### config.mk
export PLATFORM = sky130hd
export DESIGN_NAME = rst_src_rec
export DESIGN_NICKNAME = d
export VERILOG_FILES = /design/src/rtl/rsr_pkg.sv /design/src/rtl/rsr_oneshot.sv /design/src/rtl/rsr_flags.sv /design/src/rtl/rsr_por_ctl.sv /design/src/rtl/rst_src_rec.sv
export SDC_FILE = /design/constraint.sdc
export NUM_CORES = 1
export LEC_CHECK = 0
export BUFFER_PORTS_ARGS = -buffer_cell sky130_fd_sc_hd__buf_2
export CAP_MARGIN = 20
export CORE_MARGIN = 10
export CORE_UTILIZATION = 41
export DETAILED_ROUTE_END_ITERATION = 10
export PLACE_DENSITY = 0.76
export SYNTH_ARGS = -nofsm -noshare
export SYNTH_HDL_FRONTEND = slang
export SYNTH_SLANG_ARGS = --single-unit
### constraint.sdc
create_clock -name clk_i -period 1 [get_ports clk_i]
set_input_delay 0.2 -clock clk_i [delete_from_list [all_inputs] [get_ports clk_i]]
set_output_delay 0.2 -clock clk_i [all_outputs]
set_load 0.05 [all_outputs]
### src/rtl/rsr_pkg.sv
package rsr_pkg;
  localparam int unsigned REG_AW = 2;
  localparam int unsigned FLAG_W = 8;

  typedef enum logic [REG_AW-1:0] {
    RA_STATUS  = 2'd0,
    RA_CTRL    = 2'd1,
    RA_PORCODE = 2'd2,
    RA_NONE    = 2'd3
  } reg_addr_e;

  localparam int unsigned FB_POR = 0;
  localparam int unsigned FB_PIN = 1;
  localparam int unsigned FB_WDT = 2;
  localparam int unsigned FB_LVR = 3;
  localparam int unsigned FB_BOD = 4;
  localparam int unsigned FB_SYS = 5;
  localparam int unsigned FB_CPU = 7;

  localparam logic [FLAG_W-1:0] FLAG_VALID = 8'b1011_1111;
  localparam logic [FLAG_W-1:0] FLAG_RST   = 8'b0000_0001;

  localparam int unsigned NUM_OS = 2;
  localparam int unsigned OS_CHIP = 0;
  localparam int unsigned OS_CPU  = 1;
endpackage

### src/rtl/rsr_oneshot.sv
module rsr_oneshot #(
  parameter int unsigned PULSE_CYCLES = 2
) (
  input  logic clk_i,
  input  logic rst_ni,
  input  logic trig_i,
  output logic active_o
);
  localparam int unsigned CW = $clog2(PULSE_CYCLES + 1);

  logic [CW-1:0] cnt_q;

  always_ff @(posedge clk_i or negedge rst_ni) begin
    if (!rst_ni) begin
      cnt_q <= '0;
    end else if (trig_i) begin
      cnt_q <= CW'(PULSE_CYCLES);
    end else if (cnt_q != '0) begin
      cnt_q <= cnt_q - 1'b1;
    end
  end

  assign active_o = (cnt_q != '0);
endmodule

### src/rtl/rsr_flags.sv
module rsr_flags
  import rsr_pkg::*;
#(
  parameter logic [FLAG_W-1:0] VALID = FLAG_VALID,
  parameter logic [FLAG_W-1:0] RST_V = FLAG_RST
) (
  input  logic              clk_i,
  input  logic              rst_ni,
  input  logic [FLAG_W-1:0] set_i,
  input  logic [FLAG_W-1:0] clr_i,
  output logic [FLAG_W-1:0] flags_o
);
  for (genvar i = 0; i < FLAG_W; i++) begin : g_bit
    if (VALID[i]) begin : g_flop
      logic f_q;
      always_ff @(posedge clk_i or negedge rst_ni) begin
        if (!rst_ni) f_q <= RST_V[i];
        else         f_q <= set_i[i] | (f_q & ~clr_i[i]);  // set wins
      end
      assign flags_o[i] = f_q;
    end else begin : g_tie
      logic unused_set, unused_clr;
      assign unused_set = set_i[i];
      assign unused_clr = clr_i[i];
      assign flags_o[i] = 1'b0;
    end
  end
endmodule

### src/rtl/rsr_por_ctl.sv
module rsr_por_ctl #(
  parameter int unsigned        CODE_W  = 16,
  parameter logic [CODE_W-1:0]  POR_KEY = 16'h5AA5
) (
  input  logic              clk_i,
  input  logic              rst_ni,
  input  logic              wr_i,
  input  logic [CODE_W-1:0] wdata_i,
  input  logic              rearm_i,
  output logic [CODE_W-1:0] code_o,
  output logic              det_en_o
);
  logic [CODE_W-1:0] code_q;

  always_ff @(posedge clk_i or negedge rst_ni) begin
    if (!rst_ni)      code_q <= '0;
    else if (rearm_i) code_q <= '0;       // reset from another source wins
    else if (wr_i)    code_q <= wdata_i;
  end

  assign code_o   = code_q;
  assign det_en_o = (code_q != POR_KEY);
endmodule

### src/rtl/rst_src_rec.sv
module rst_src_rec
  import rsr_pkg::*;
#(
  parameter int unsigned       DW           = 32,
  parameter int unsigned       PULSE_CYCLES = 2,
  parameter int unsigned       CODE_W       = 16,
  parameter logic [CODE_W-1:0] POR_KEY      = 16'h5AA5
) (
  input  logic              clk_i,
  input  logic              rst_ni,
  input  logic              unlock_i,
  input  logic              wr_en_i,
  input  logic [REG_AW-1:0] addr_i,
  input  logic [DW-1:0]     wdata_i,
  output logic [DW-1:0]     rdata_o,
  input  logic              evt_por_i,
  input  logic              evt_pin_i,
  input  logic              evt_wdt_i,
  input  logic              evt_lvr_i,
  input  logic              evt_bod_i,
  input  logic              evt_sysreq_i,
  input  logic              evt_dbg_i,
  output logic              chip_rst_o,
  output logic              cpu_rst_o,
  output logic              por_det_en_o
);
  logic              stat_wr, ctrl_wr, code_wr;
  logic [NUM_OS-1:0] os_trig, os_act;
  logic [FLAG_W-1:0] flag_set, flag_clr, flags;
  logic [CODE_W-1:0] code;
  logic              det_en, por_acc, por_pulse_q, rearm;
  logic              unused_wd;

  assign unused_wd = ^wdata_i[DW-1:CODE_W];

  assign stat_wr = wr_en_i && (addr_i == RA_STATUS);
  assign ctrl_wr = wr_en_i && (addr_i == RA_CTRL) && unlock_i;
  assign code_wr = wr_en_i && (addr_i == RA_PORCODE) && unlock_i;

  for (genvar g = 0; g < NUM_OS; g++) begin : g_os
    assign os_trig[g] = ctrl_wr & wdata_i[g];
    rsr_oneshot #(.PULSE_CYCLES(PULSE_CYCLES)) u_os (
      .clk_i   (clk_i),
      .rst_ni  (rst_ni),
      .trig_i  (os_trig[g]),
      .active_o(os_act[g])
    );
  end

  assign por_acc = evt_por_i & det_en;

  always_comb begin
    flag_set         = '0;
    flag_set[FB_POR] = por_acc | os_trig[OS_CHIP];
    flag_set[FB_PIN] = evt_pin_i;
    flag_set[FB_WDT] = evt_wdt_i;
    flag_set[FB_LVR] = evt_lvr_i;
    flag_set[FB_BOD] = evt_bod_i;
    flag_set[FB_SYS] = evt_sysreq_i;
    flag_set[FB_CPU] = os_trig[OS_CPU];
  end

  assign flag_clr = stat_wr ? wdata_i[FLAG_W-1:0] : '0;

  rsr_flags u_flags (
    .clk_i  (clk_i),
    .rst_ni (rst_ni),
    .set_i  (flag_set),
    .clr_i  (flag_clr),
    .flags_o(flags)
  );

  assign rearm = evt_pin_i | evt_wdt_i | evt_lvr_i | evt_bod_i | evt_dbg_i
               | os_trig[OS_CHIP];

  rsr_por_ctl #(.CODE_W(CODE_W), .POR_KEY(POR_KEY)) u_por (
    .clk_i   (clk_i),
    .rst_ni  (rst_ni),
    .wr_i    (code_wr),
    .wdata_i (wdata_i[CODE_W-1:0]),
    .rearm_i (rearm),
    .code_o  (code),
    .det_en_o(det_en)
  );

  always_ff @(posedge clk_i or negedge rst_ni) begin
    if (!rst_ni) por_pulse_q <= 1'b0;
    else         por_pulse_q <= por_acc;
  end

  assign chip_rst_o   = os_act[OS_CHIP] | por_pulse_q;
  assign cpu_rst_o    = os_act[OS_CPU];
  assign por_det_en_o = det_en;

  always_comb begin
    rdata_o = '0;
    unique case (addr_i)
      RA_STATUS:  rdata_o[FLAG_W-1:0] = flags;
      RA_CTRL:    rdata_o[NUM_OS-1:0] = os_act;
      RA_PORCODE: rdata_o[CODE_W-1:0] = code;
      default:    rdata_o = '0;
    endcase
  end
endmodule

# Word level (Yosys, flattened, before mapping)
# Cells that the tools add are included.
dict set report op_classes {
  add_sub_neg 2
  multipliers 0
  div_mod_pow 0
  magnitude_cmp 0
  eq_ne 3
  n_shift 0
  mux 10
  bitwise 31
  reduce_logical 11
}
# op count
set ops {}
lappend ops {{$mux W16} 2}
lappend ops {{$mux W8} 2}
lappend ops {{$ne A16 B15 Y1 const B} 1}
lappend ops {{$or A1 B1 Y1} 14}
lappend ops {{$pmux W6 S2} 1}
lappend ops {{$and A1 B1 Y1} 10}
lappend ops {{$reduce_bool A2 Y1} 5}
lappend ops {{$mux W2} 4}
lappend ops {{$not A1 Y1} 7}
lappend ops {{$pmux W2 S3} 1}
lappend ops {{$logic_and A1 B1 Y1} 5}
lappend ops {{$sub A2 B1 Y2 const B} 2}
lappend ops {{$eq A2 B1 Y1 const B} 1}
lappend ops {{$eq A2 B2 Y1 const B} 1}
lappend ops {{$logic_not A2 Y1} 1}
dict set report totals {
  register_bits 28
  latchBits 0
  ram_bits 0
  romBits 0
  inputBits 45
  output_inout_bits 35
  elab_cells 68
  memories 0
}

# Logic depth before layout (Yosys ltp)
# Gate-level depths: netlist of run 1.
dict set report logic_depth {
  word_depth 6
  ltp_mapped 5
  ltp_nobuf 4
}

# By module
# Synthesis of run 1 repeated with hierarchy kept, for this count alone.
dict set report hier_totals {
  hier_cells 173
  area_unflattened_um2 1710.4
}
# mod n_inst cells_per_inst area_per_inst_um2 seq_area_each_um2
set by_module_without_submodules {}
lappend by_module_without_submodules {rsr_por_ctl 1 57 706.9 400.4}
lappend by_module_without_submodules {rst_src_rec 1 64 469.2 25.0}
lappend by_module_without_submodules {rsr_flags 1 30 319.1 176.4}
lappend by_module_without_submodules {rsr_oneshot 2 11 107.6 50.0}

# Worst setup path before layout of run 1
# No wires, ideal clock.
dict set report synth_timing {
  path_kind {register to register}
  start {register u_por.code_q[4], in the netlist u_por.code_o[4]}
  end {register por_pulse_q}
  setup_ns 0.124
  t_arrival_ns 1.562
  required_ns 0.876
  setup_slack_ns -0.686
  path_stages_with_launch 4
  n_path_buf 0
  period_less_slack_ns 1.686
  path_cell_list {dfrtp_1 nor4bb_1 nand4_1 and2_1}
}
dict set report synth_between {
  elab_chain_len 2
}
# element line
set synth_lines {}
lappend synth_lines {{start, declared} rsr_por_ctl.sv:13} ;# logic [CODE_W-1:0] code_q;
lappend synth_lines {{start signal, assigned} rsr_por_ctl.sv:18} ;# else if (wr_i) code_q <= wdata_i;
lappend synth_lines {{$ne A16 B15 Y1} rsr_por_ctl.sv:22} ;# assign det_en_o = (code_q != POR_KEY);
lappend synth_lines {{net por_det_en_o} rst_src_rec.sv:25} ;# output logic por_det_en_o
lappend synth_lines {{$and A1 B1 Y1} rst_src_rec.sv:50} ;# assign por_acc = evt_por_i & det_en;
lappend synth_lines {{net por_acc} rst_src_rec.sv:31} ;# logic det_en, por_acc, por_pulse_q, rearm;
lappend synth_lines {{end signal, assigned} rst_src_rec.sv:88} ;# else por_pulse_q <= por_acc;
lappend synth_lines {{end, declared} rst_src_rec.sv:31}
# The timed path passes the listed nets, and every way through them passes these cells.
# A chain may end at the register's enable or synchronous reset.

# Final worst setup path of run 1
dict set report layout_timing {
  start {register u_por.code_q[10], in the netlist u_por.code_o[10]}
  end {output port por_det_en_o}
}
dict set report layout_between {
  elab_chain_len 1
}
# element line
set layout_lines {}
lappend layout_lines {{$ne A16 B15 Y1} rsr_por_ctl.sv:22}
lappend layout_lines {{end, declared} rst_src_rec.sv:25}
# No other way between the ends.

==> results.md, run 1 <==
- Tmin final: around 1.7 ns
- Drt wl/cell: 19.2 um
- Worst IR drop on VDD: about 0.75 mV
- Port buffer count: 47
- Commonest non-fill, non-tap cells in the layout: buf_4, nand2_1, dfrtp_1
- Crit start category: flip-flop
- Post-Synth XOR/XNOR Area: 1.11%
- Count of pins over their slew limit: 0
- Commonest non-fill, non-tap cell in the layout: buf_4
- Drt pass-1 iters: 4
- Register Area: 702 um2
- Post-synthesis adder-cell area fraction: 1.59%
- Gr usage total: between 10% and 20%
- Complex-gate fraction of the synthesized area: between 10 and 15%
- Iteration-0 DRC Markers: 89
- Core ar.: 0.00369 mm2
- Die Width: about 82 um
- Switching pwr: 1.55 mW
- Power Density: 1490 mW/mm2
- Setup TNS: -11.79 ns
- Arr. time, crit path: around 1.5 ns
- Final period util: 165%
- Via density per instance: between 5 and 6
- Area occupied by multi-input gates: 0.00111 mm2
- Area Growth Syn to Fin: 88.4%
- Post-Syn Area: between 0.0015 and 0.002 mm2
- N_diodes: 0
- Flop pwr share: 29.9%
- DRC violations left: 0
- Synth Register Bits: 28
- Pre-CTS setup slack: -0.495 ns
- Required time of the critical path: roughly 0.8 ns
- Unrepaired setup endpoints after global routing: true
- Switching part of the total: about a third
- Critical Path End Type: primary output
- Avg Inst Size Synth: 9.33 um2
- CTS max path bufs: 2
- Final Hold Fails: 0
- Setup ws final: -0.653 ns
- Maximum clock rate: approximately 0.6 GHz
- Number of max-cap violations: 0
- Combinational group share of total power: between 40% and 50%
- Final Skew: ~0.0018 ns
- Final ANT Viol Nets: 0
- Largest net degree at the start of global routing: 18
- Initial antenna violation count: 0
- Status: complete, but fails checks
- Cells after Synth: 169
- Leakage: 1.30 nW
- Hold crit path type: in2reg
- Die Footprint: approximately 0.0067 mm2
- First-pass GRT wire length: 8740 um
- Final setup viols: between 40 and 50
- Clock power share: between 20% and 30%
- Mux contribution to synthesized area: under 10%
- Ports: 80
- GPL Wtd Cong: 0.825
- Vert. Die Dim: between 80 and 90 um
- CTS sink count: 28
- Sequential fraction of the synthesis area: ~45%
- DP Wirelength: between 3000 and 4000 um
- Synth cell types: 31
- Number of CTS-inserted buffers: 3
- Cell internal pwr: roughly 2.9 mW
- Synth Flop Type: dfrtp_1
- Nets@finish: between 300 and 400
- Clock transition at path regs: about 0.10 ns
- CTS tree: built
- Clk root buf: clkbuf_8
- Fillers: roughly 230
- Clock latency on the worst-skew pair: roughly 0.28 ns
- H-tree Lvls: 1
- Failing checks: setup timing
- Vias in the first global route: 1749
- Routed WL: ~6200 um
- Via count: about 1700
- FP Rows: 22
- Post-synth EDFFs: 0
- FFs w/ async S/R, synth: between 90% and 100%
- Critical setup path kind: reg2out
- Grt ovf: 0
- Synth Area in Simple Gates: about 23%
- Synth Warn #: 0
- Largest family of logic cells by synthesized area: simple AND/OR/NAND/NOR gates
- Initial core utilization: a little over two fifths
- Crit path max fanout: 2
- Layout cells sized above 1: 62.5%
## timing repair
item,4_1_cts,5_1_grt
setup buffers,12,11
setup endpoints to repair,41,47
gates cloned,2,0
hold endpoints to repair,11,0
hold buffers,1,0
pin swaps,9,9
resized for setup,87,22
## layer usage
metal / track usage [%] / part of all wire (%) / vias to the layer above / wire length, um
met5: 0 / 0 / - / 0
met4: 6.63 / 2.8 / 0 / 176
met3: 2.84 / 5.0 / 13 / 311
met2: 31.9 / 55 / 61 / 3430
met1: 17.9 / 37 / 834 / 2270
li1: - / - / 747 / -
## worst paths after layout
kind / slack [ns] / end / cells past startpoint / startpoint
setup reg to reg: -0.37 / por_pulse_q / 4 / u_por.code_o[10]
hold / removal: 0.09 / u_flags.g_bit[2].g_flop.f_q / 2 / evt_wdt_i
max in group asynchronous: 0.18 / u_flags.g_bit[0].g_flop.f_q / 3 / rst_ni
setup / recovery: -0.65 / por_det_en_o / 3 / u_por.code_o[10]
min in group asynchronous: 0.34 / u_por.code_o[2] / 2 / rst_ni
hold reg to reg: 0.55 / u_flags.g_bit[7].g_flop.f_q / 1 / u_flags.g_bit[7].g_flop.f_q
## synthesized netlist by cell type (2+ instances only)
master,instances,area [um2]
nand2_1,38,143
dfrtp_1,27,676
buf_4,16,120
and2_1,11,68.8
a21oi_2,10,87.6
nor2_1,8,30.0
a21oi_1,7,35.0
mux2i_1,7,70.1
a21o_1,6,45.0
inv_1,5,18.8
clkbuf_1,4,15.0
nor4bb_1,4,40.0
a211o_1,2,17.5
and4b_1,2,20.0
ha_1,2,25.0
nand2b_1,2,12.5
nor2b_1,2,12.5
o22ai_1,2,12.5
xor2_1,2,17.5
## registers in the layout, summed over array words and instances (netlist names)
| signal | count |
|---|---|
| u_por.code_o | 16 |
| u_flags.g_bit.g_flop.f_q | 7 |
| por_pulse_q | 1 |
| g_os.u_os.cnt_q | 4 |
## cell families after synthesis
kind of cell | after synthesis
XOR/XNOR | 2
adder cells (fa/ha/maj) | 2
AO/OA/AOI/OAI | 30
multiplexers | 7
buffers and inverters | 27
flip-flops | 28
AND/OR/NAND/NOR | 72
other | 1
## power groups by stage
| stage | Sequential [mW] | Clock, mW | Combinational (mW) |
|---|---|---|---|
| final | 1.32 | 0.929 | 2.17 |
| after CTS | 1.31 | 0.919 | 1.85 |
| after global routing | 1.33 | 0.978 | 2.30 |
| after global placement | 1.33 | 0 | 1.49 |
| after detailed placement | 1.33 | 0 | 1.58 |
| after floorplan | 1.33 | 0 | 1.08 |
## cell type report
class | instances | area share, %
Multi-Input combinational cell | 130 | 37.4
Timing Repair Buffer | 108 | 33.8
Sequential cell | 28 | 23.6
Tap cell | 48 | 2.02
Clock buffer | 3 | 1.39
Clock inverter | 1 | 1.01
Inverter | 5 | 0.758
## critical path, cell delays in order, from the launching register on
cell	delay (ns)
dfrtp_1	0.41
nor4bb_2	0.34
nand4_1	0.21
buf_6	0.21
## metrics by stage
stage          utilization (%)  power (mW)  cell area [um2]  hold slack, ns  std cells
2_1_floorplan                -        2.40             1800         -0.0956        184
3_3_place_gp              62.5        2.81             2310          0.0966        303
3_5_place_dp              62.5        2.92             2310           0.110        303
4_1_cts                   75.8        4.08             2800          0.0850        314
5_1_grt                   80.5        4.61             2970           0.100        323
6_report                  80.5        4.42             2970          0.0915        323
Note: power is estimated with default switching activity, not from simulation.
==> run 2: changes to the inputs <==
--- a/config.mk
+++ b/config.mk
@@ -11,6 +11,7 @@
 export CORE_UTILIZATION = 41
 export DETAILED_ROUTE_END_ITERATION = 10
 export PLACE_DENSITY = 0.76
+export SKIP_LAST_GASP = 1
 export SYNTH_ARGS = -nofsm -noshare
 export SYNTH_HDL_FRONTEND = slang
 export SYNTH_SLANG_ARGS = --single-unit
==> run 2 against run 1 <==
Against the previous run: the run still ends with setup timing left; total power is 1.5% lower; utilization is 0.61 points lower; clock power is 0.6% lower; non-clock buffer count stayed put; final cell count stayed put; setup slack better by 0.0091 ns; sequential power hardly changed; highest routed layer unchanged.
==> results.md, run 2 (synthesized netlist as in run 1, its figures left out) <==
- Status: complete, but fails checks
- Failing checks: setup timing
- Setup ws final: -0.643 ns (+0.00914 ns)
- N_diodes: 0 (unchanged)
- Hold crit path type: in2reg
- Max FFs per register: 16 (unchanged)
- Pre-CTS setup slack: -0.495 ns (unchanged)
- Grt ovf: 0 (unchanged)
- Required time of the critical path: 0.80 ns (about the same)
- Final Hold Fails: 0 (unchanged)
- Iteration-0 DRC Markers: 69 (-22%)
- Area Growth Syn to Fin: 87.0%
- Maximum clock rate: 0.608 GHz (+0.56%)
- Count of pins over their slew limit: 0 (unchanged)
- Total power: 4.35 mW (-1.5%)
- Clk root buf: clkbuf_8
- Crit start category: flip-flop
- CTS sink count: 28 (unchanged)
- Clock transition at path regs: 0.10 ns (about the same)
- Final period util: 164% (-0.91 points)
- Number of CTS-inserted buffers: 3 (unchanged)
- FP Rows: 22 (unchanged)
- Drt pass-1 iters: 4 (unchanged)
- Port buffer count: 47 (unchanged)
- Critical Path End Type: primary output
- Ports: 80 (unchanged)
- DP Wirelength: 3780 um (unchanged)
- CP max stage cell: dfrtp_1
- Unrepaired setup endpoints after global routing: true
- Initial antenna violation count: 0 (unchanged)
- Worst IR drop on VDD: 0.749 mV (+0.11%)
- DRC violations left: 0 (unchanged)
- Core ar.: 0.00369 mm2 (unchanged)
- Via density per instance: 5.01 (-2.3%)
- Drt wl/cell: 18.7 um (-2.3%)
- Commonest non-fill, non-tap cells in the layout: buf_4, nand2_1, dfrtp_1
- Non-filler instance count after layout: 323 (unchanged)
- First-pass GRT wire length: 8740 um (unchanged)
- Hold_ws: 0.0910 ns (-0.000492 ns)
- GPL Wtd Cong: 0.825 (unchanged)
- Via count: 1617 (-2.3%)
- Routed WL: 6050 um (-2.3%)
- Leakage: 1.30 nW (about the same)
- Crit-path cells: nor4bb_2 > nand4_1 > buf_6
- CTS tree: built
- Crit path max fanout: 2 (unchanged)
- Die Width: 82.0 um (unchanged)
- Tmin final: 1.64 ns (-0.00914 ns)
- Buf/Inv on CP: 1 (unchanged)
- Nets@finish: 323 (unchanged)
- Vias in the first global route: 1749 (unchanged)
- Layout cells sized above 1: 61.5% (-1.1 points)
- Gr usage total: 16.8% (unchanged)
- CP max stage delay: 0.41 ns (about the same)
- Crit path max-delay family: simple AND/OR/NAND/NOR gates
- Die Footprint: 0.00673 mm2 (unchanged)
- Final setup viols: 41 (unchanged)
- Number of max-cap violations: 0 (unchanged)
- CTS max path bufs: 2 (unchanged)
- Clock latency on the worst-skew pair: 0.28 ns (about the same)
- H-tree Lvls: 1 (unchanged)
- Vert. Die Dim: 82.0 um (unchanged)
- Initial core utilization: 42.7% (unchanged)
- Critical setup path kind: reg2out
- Commonest non-fill, non-tap cell in the layout: buf_4
- Inst Count DP: 303 (unchanged)
- Final ANT Viol Nets: 0 (unchanged)
- Largest net degree at the start of global routing: 18 (unchanged)
- Fin util: 79.9% (-0.61 points)
- Final Skew: 0.00238 ns (+0.000609 ns)
- Arr. time, crit path: 1.44 ns (about the same)
- Power Density: 1480 mW/mm2 (-0.77%)
-- run 2: path summary, 6_finish.rpt --
path | startpoint | endpoint | slack [ns] | cells past startpoint
min in group asynchronous | rst_ni | u_flags.g_bit[5].g_flop.f_q | 0.33 | 2
worst min-delay path | evt_wdt_i | u_flags.g_bit[2].g_flop.f_q | 0.09 | 2
worst min register to register | u_flags.g_bit[7].g_flop.f_q | u_flags.g_bit[7].g_flop.f_q | 0.55 | 1
worst max register to register | u_por.code_o[15] | por_pulse_q | -0.36 | 4
worst max-delay path | u_por.code_o[15] | por_det_en_o | -0.64 | 3
max in group asynchronous | rst_ni | u_flags.g_bit[0].g_flop.f_q | 0.19 | 3
-- run 2: metal layers --
layer	vias to the layer above	GRT usage, %	share of wire, %
met5	-	0	0
met4	0	6.63	2.4
met3	10	2.84	4.6
met2	52	31.9	56
met1	806	17.9	37
li1	749	-	-
-- run 2: cell type report --
| cell class | count | area (um2) |
|---|---|---|
| clock buffers | 3 | 41.3 |
| inverters | 5 | 22.5 |
| clock inverters | 1 | 30.0 |
| flip-flops and latches | 28 | 702 |
| well taps | 48 | 60.1 |
| repair buffers | 108 | 1000 |
| fillers | 226 | 741 |
| multi-input cells | 130 | 1090 |
-- run 2: through the flow --
stage	instance area [um2]	setup TNS [ns]
global placement	2310	-13.80
CTS	2790	-10.42
finish	2950	-11.65
floorplan	1800	-6.79
global route	2950	-12.92
detailed placement	2310	-14.98
-- run 2: timing repair --
item,4_1_cts,5_1_grt
hold endpoints to repair,11,0
hold buffers,1,0
cloned,2,0
setup endpoints to repair,41,47
pin swaps,9,9
resized for setup,86,19
buffers inserted,12,11
-- run 2: report_power, final --
group / internal [mW] / leakage, nW / switching (mW)
combinational: 1.06 / 0.916 / 1.05
sequential: 1.24 / 0.351 / 0.0744
clock: 0.537 / 0.0357 / 0.386
==> run 3: changes to the inputs <==
--- a/config.mk
+++ b/config.mk
@@ -6,7 +6,8 @@
 export NUM_CORES = 1
 export LEC_CHECK = 0
 export BUFFER_PORTS_ARGS = -buffer_cell sky130_fd_sc_hd__buf_2
-export CAP_MARGIN = 20
+export CAP_MARGIN = 10
+export CORE_ASPECT_RATIO = 1.75
 export CORE_MARGIN = 10
 export CORE_UTILIZATION = 41
 export DETAILED_ROUTE_END_ITERATION = 10
==> run 3 against run 2 <==
Against the previous run: the run still ends with setup timing left; critical path depth unchanged; count of clock-buffer cells in the layout up 1; largest power group unchanged; total power down 13%; critical endpoint unchanged.
==> results.md, run 3 (synthesized netlist as in run 1, its figures left out) <==
- Port buffer count: 47 (unchanged)
- Area occupied by multi-input gates: 0.00111 mm2 (+2.2%)
- Status: complete, but fails checks
- Power Density: 1300 mW/mm2 (-12%)
- Reg-to-reg startpoint: u_por.code_o[13]
- Drt pass-1 iters: 4 (unchanged)
- Nets@finish: 313 (-3.1%)
- Grt ovf: 0 (unchanged)
- Leakage: 1.25 nW (-4.3%)
- Commonest non-fill, non-tap cell in the layout: nand2_1
- Worst r2r path cells: 4 (unchanged)
- Worst IR drop on VDD: 1.19 mV (+59%)
- Cell internal pwr: 2.39 mW (-16%)
- Flop pwr share: 34.9% (+4.6 points)
- Clk root buf: clkbuf_8
- FP Rows: 29 (+32%)
- Maximum clock rate: 0.594 GHz (-2.3%)
- GRT busiest layer: met2
- Final Skew: 0.00507 ns (+0.00269 ns)
- Setup ws final: -0.682 ns (-0.0387 ns)
- GPL Wtd Cong: 0.796 (-3.5%)
- Final period util: 168% (+3.9 points)
- Pre-CTS setup slack: -0.547 ns (-0.0522 ns)
- Vias in the first global route: 1834 (+4.9%)
- Final setup viols: 41 (unchanged)
- Hold_ws: 0.0812 ns (-0.00979 ns)
- Area Growth Syn to Fin: 83.5%
- Crit start category: flip-flop
- Number of max-cap violations: 0 (unchanged)
- Gr usage total: 16.6% (-0.20 points)
- N_diodes: 0 (unchanged)
- DRC violations left: 0 (unchanged)
- Core ar.: 0.00366 mm2 (-0.64%)
- Via density per instance: 4.98 (-0.57%)
- Arr. time, crit path: 1.48 ns (+0.04 ns)
- GR Layer Usage met3: 3.61% (+0.78 points)
- Iteration-0 DRC Markers: 36 (-48%)
- Combinational group share of total power: 47.6% (-0.9 points)
- Final ANT Viol Nets: 0 (unchanged)
- Routed WL: 5610 um (-7.2%)
- Crit path max fanout: 2 (unchanged)
- Ports: 80 (unchanged)
- Number of CTS-inserted buffers: 3 (unchanged)
- Met2 usage: 30.7% (-1.2 points)
- Failing checks: setup timing
- Required time of the critical path: 0.80 ns (about the same)
- Tmin final: 1.68 ns (+0.0387 ns)
- Switching pwr: 1.38 mW (-8.7%)
- CP endpoint: por_det_en_o
- Largest net degree at the start of global routing: 17 (-1)
- Final Hold Fails: 0 (unchanged)
- Switching part of the total: 36.6% (+1.8 points)
- Clock latency on the worst-skew pair: 0.28 ns (about the same)
- Critical setup path kind: reg2out
- Setup TNS: -11.30 ns (+0.343 ns)
- Initial core utilization: 43.0% (+0.28 points)
- Clock power share: 17.5% (-3.7 points)
- CTS max path bufs: 2 (unchanged)
- Count of pins over their slew limit: 0 (unchanged)
- Die Footprint: 0.00682 mm2 (+1.5%)
- Initial antenna violation count: 0 (unchanged)
- Commonest non-fill, non-tap cells in the layout: nand2_1, buf_6, buf_4
- Setup crit start: u_por.code_o[13]
- Drt wl/cell: 18.0 um (-3.6%)
- Fillers: 222 (-1.8%)
- GR Util met1: 16.7% (-1.2 points)
- CTS sink count: 28 (unchanged)
- Max FFs per register: 16 (unchanged)
- Clock transition at path regs: 0.10 ns (about the same)
- Unrepaired setup endpoints after global routing: true
- Die Width: 66.9 um (-18%)
- DP Wirelength: 3780 um (about the same)
- Worst reg2reg endpoint: por_pulse_q
- CTS tree: built
- Layout cells sized above 1: 60.0% (-1.5 points)
- H-tree Lvls: 1 (unchanged)
- Hold crit path type: in2reg
- Vert. Die Dim: 102 um (+24%)
- First-pass GRT wire length: 8810 um (+0.87%)
- Via count: 1548 (-4.3%)
- Critical Path End Type: primary output
- Reg2reg setup slack: -0.41 ns (-0.05 ns)
- Register Area: 703 um2 (+0.18%)
## run 3: cell types whose count changed in the layout (fill, tap and decap cells not counted), moves of 2 or more
cell | previous run | this run
nor4bb_4 | 0 | 2
nor4bb_2 | 3 | 0
buf_4 | 40 | 27
buf_6 | 24 | 27
## run 3: final cells by class
type / instances / share of cell area, %
Inverter: 5 / 0.779
Sequential cell: 28 / 24.3
Clock buffer: 4 / 1.56
Timing Repair Buffer: 99 / 32.9
Multi-Input combinational cell: 129 / 38.5
Tap cell: 46 / 1.99
## run 3: power groups by stage
stage / Combinational, mW / Clock (mW) / Sequential, mW
final: 1.80 / 0.661 / 1.32
after floorplan: 1.08 / 0 / 1.33
after detailed placement: 1.48 / 0 / 1.34
after global routing: 1.92 / 0.705 / 1.33
after global placement: 1.45 / 0 / 1.33
after CTS: 1.76 / 0.650 / 1.32
## run 3: timing repair
action | in CTS | in global routing
gates cloned | 1 | 0
buffers inserted | 8 | 8
setup endpoints to repair | 41 | 41
gates resized for setup | 97 | 17
pin swaps | 9 | 8
hold endpoints to repair | 10 | 0
hold buffers | 1 | 0
## run 3: worst min-delay path by stage
stage               slack (ns)  cells after the start                           to         start
floorplan                 -0.1                      0        g_os[0].u_os.cnt_q[0]        rst_ni
global placement          0.11                      1  u_flags.g_bit[4].g_flop.f_q        rst_ni
detailed placement        0.12                      1  u_flags.g_bit[4].g_flop.f_q        rst_ni
CTS                       0.09                      2  u_flags.g_bit[5].g_flop.f_q  evt_sysreq_i
global route              0.08                      2  u_flags.g_bit[5].g_flop.f_q  evt_sysreq_i
finish                    0.08                      2  u_flags.g_bit[5].g_flop.f_q  evt_sysreq_i
## run 3: stage by stage
step | power, mW | cells | area (um2) | util, %
CTS | 3.73 | 308 | 2800 | 76.3
finish | 3.77 | 311 | 2890 | 78.9
detailed placement | 2.81 | 297 | 2290 | 62.4
floorplan | 2.40 | 184 | 1800 | -
global route | 3.95 | 311 | 2890 | 78.9
global placement | 2.78 | 297 | 2290 | 62.4
## run 3: per-layer routing
metal | wire length (um) | share of wire (%) | vias up
li1 | - | - | 734
met3 | 306 | 5.5 | 13
met5 | 0 | 0 | -
met4 | 138 | 2.5 | 0
met2 | 3140 | 56 | 54
met1 | 2030 | 36 | 747
## run 3: critical path, cell delays in order, from the launching register on
cell and delay (ns):
dfrtp_1 0.41, nor4bb_1 0.36, nand4_1 0.22, buf_6 0.21
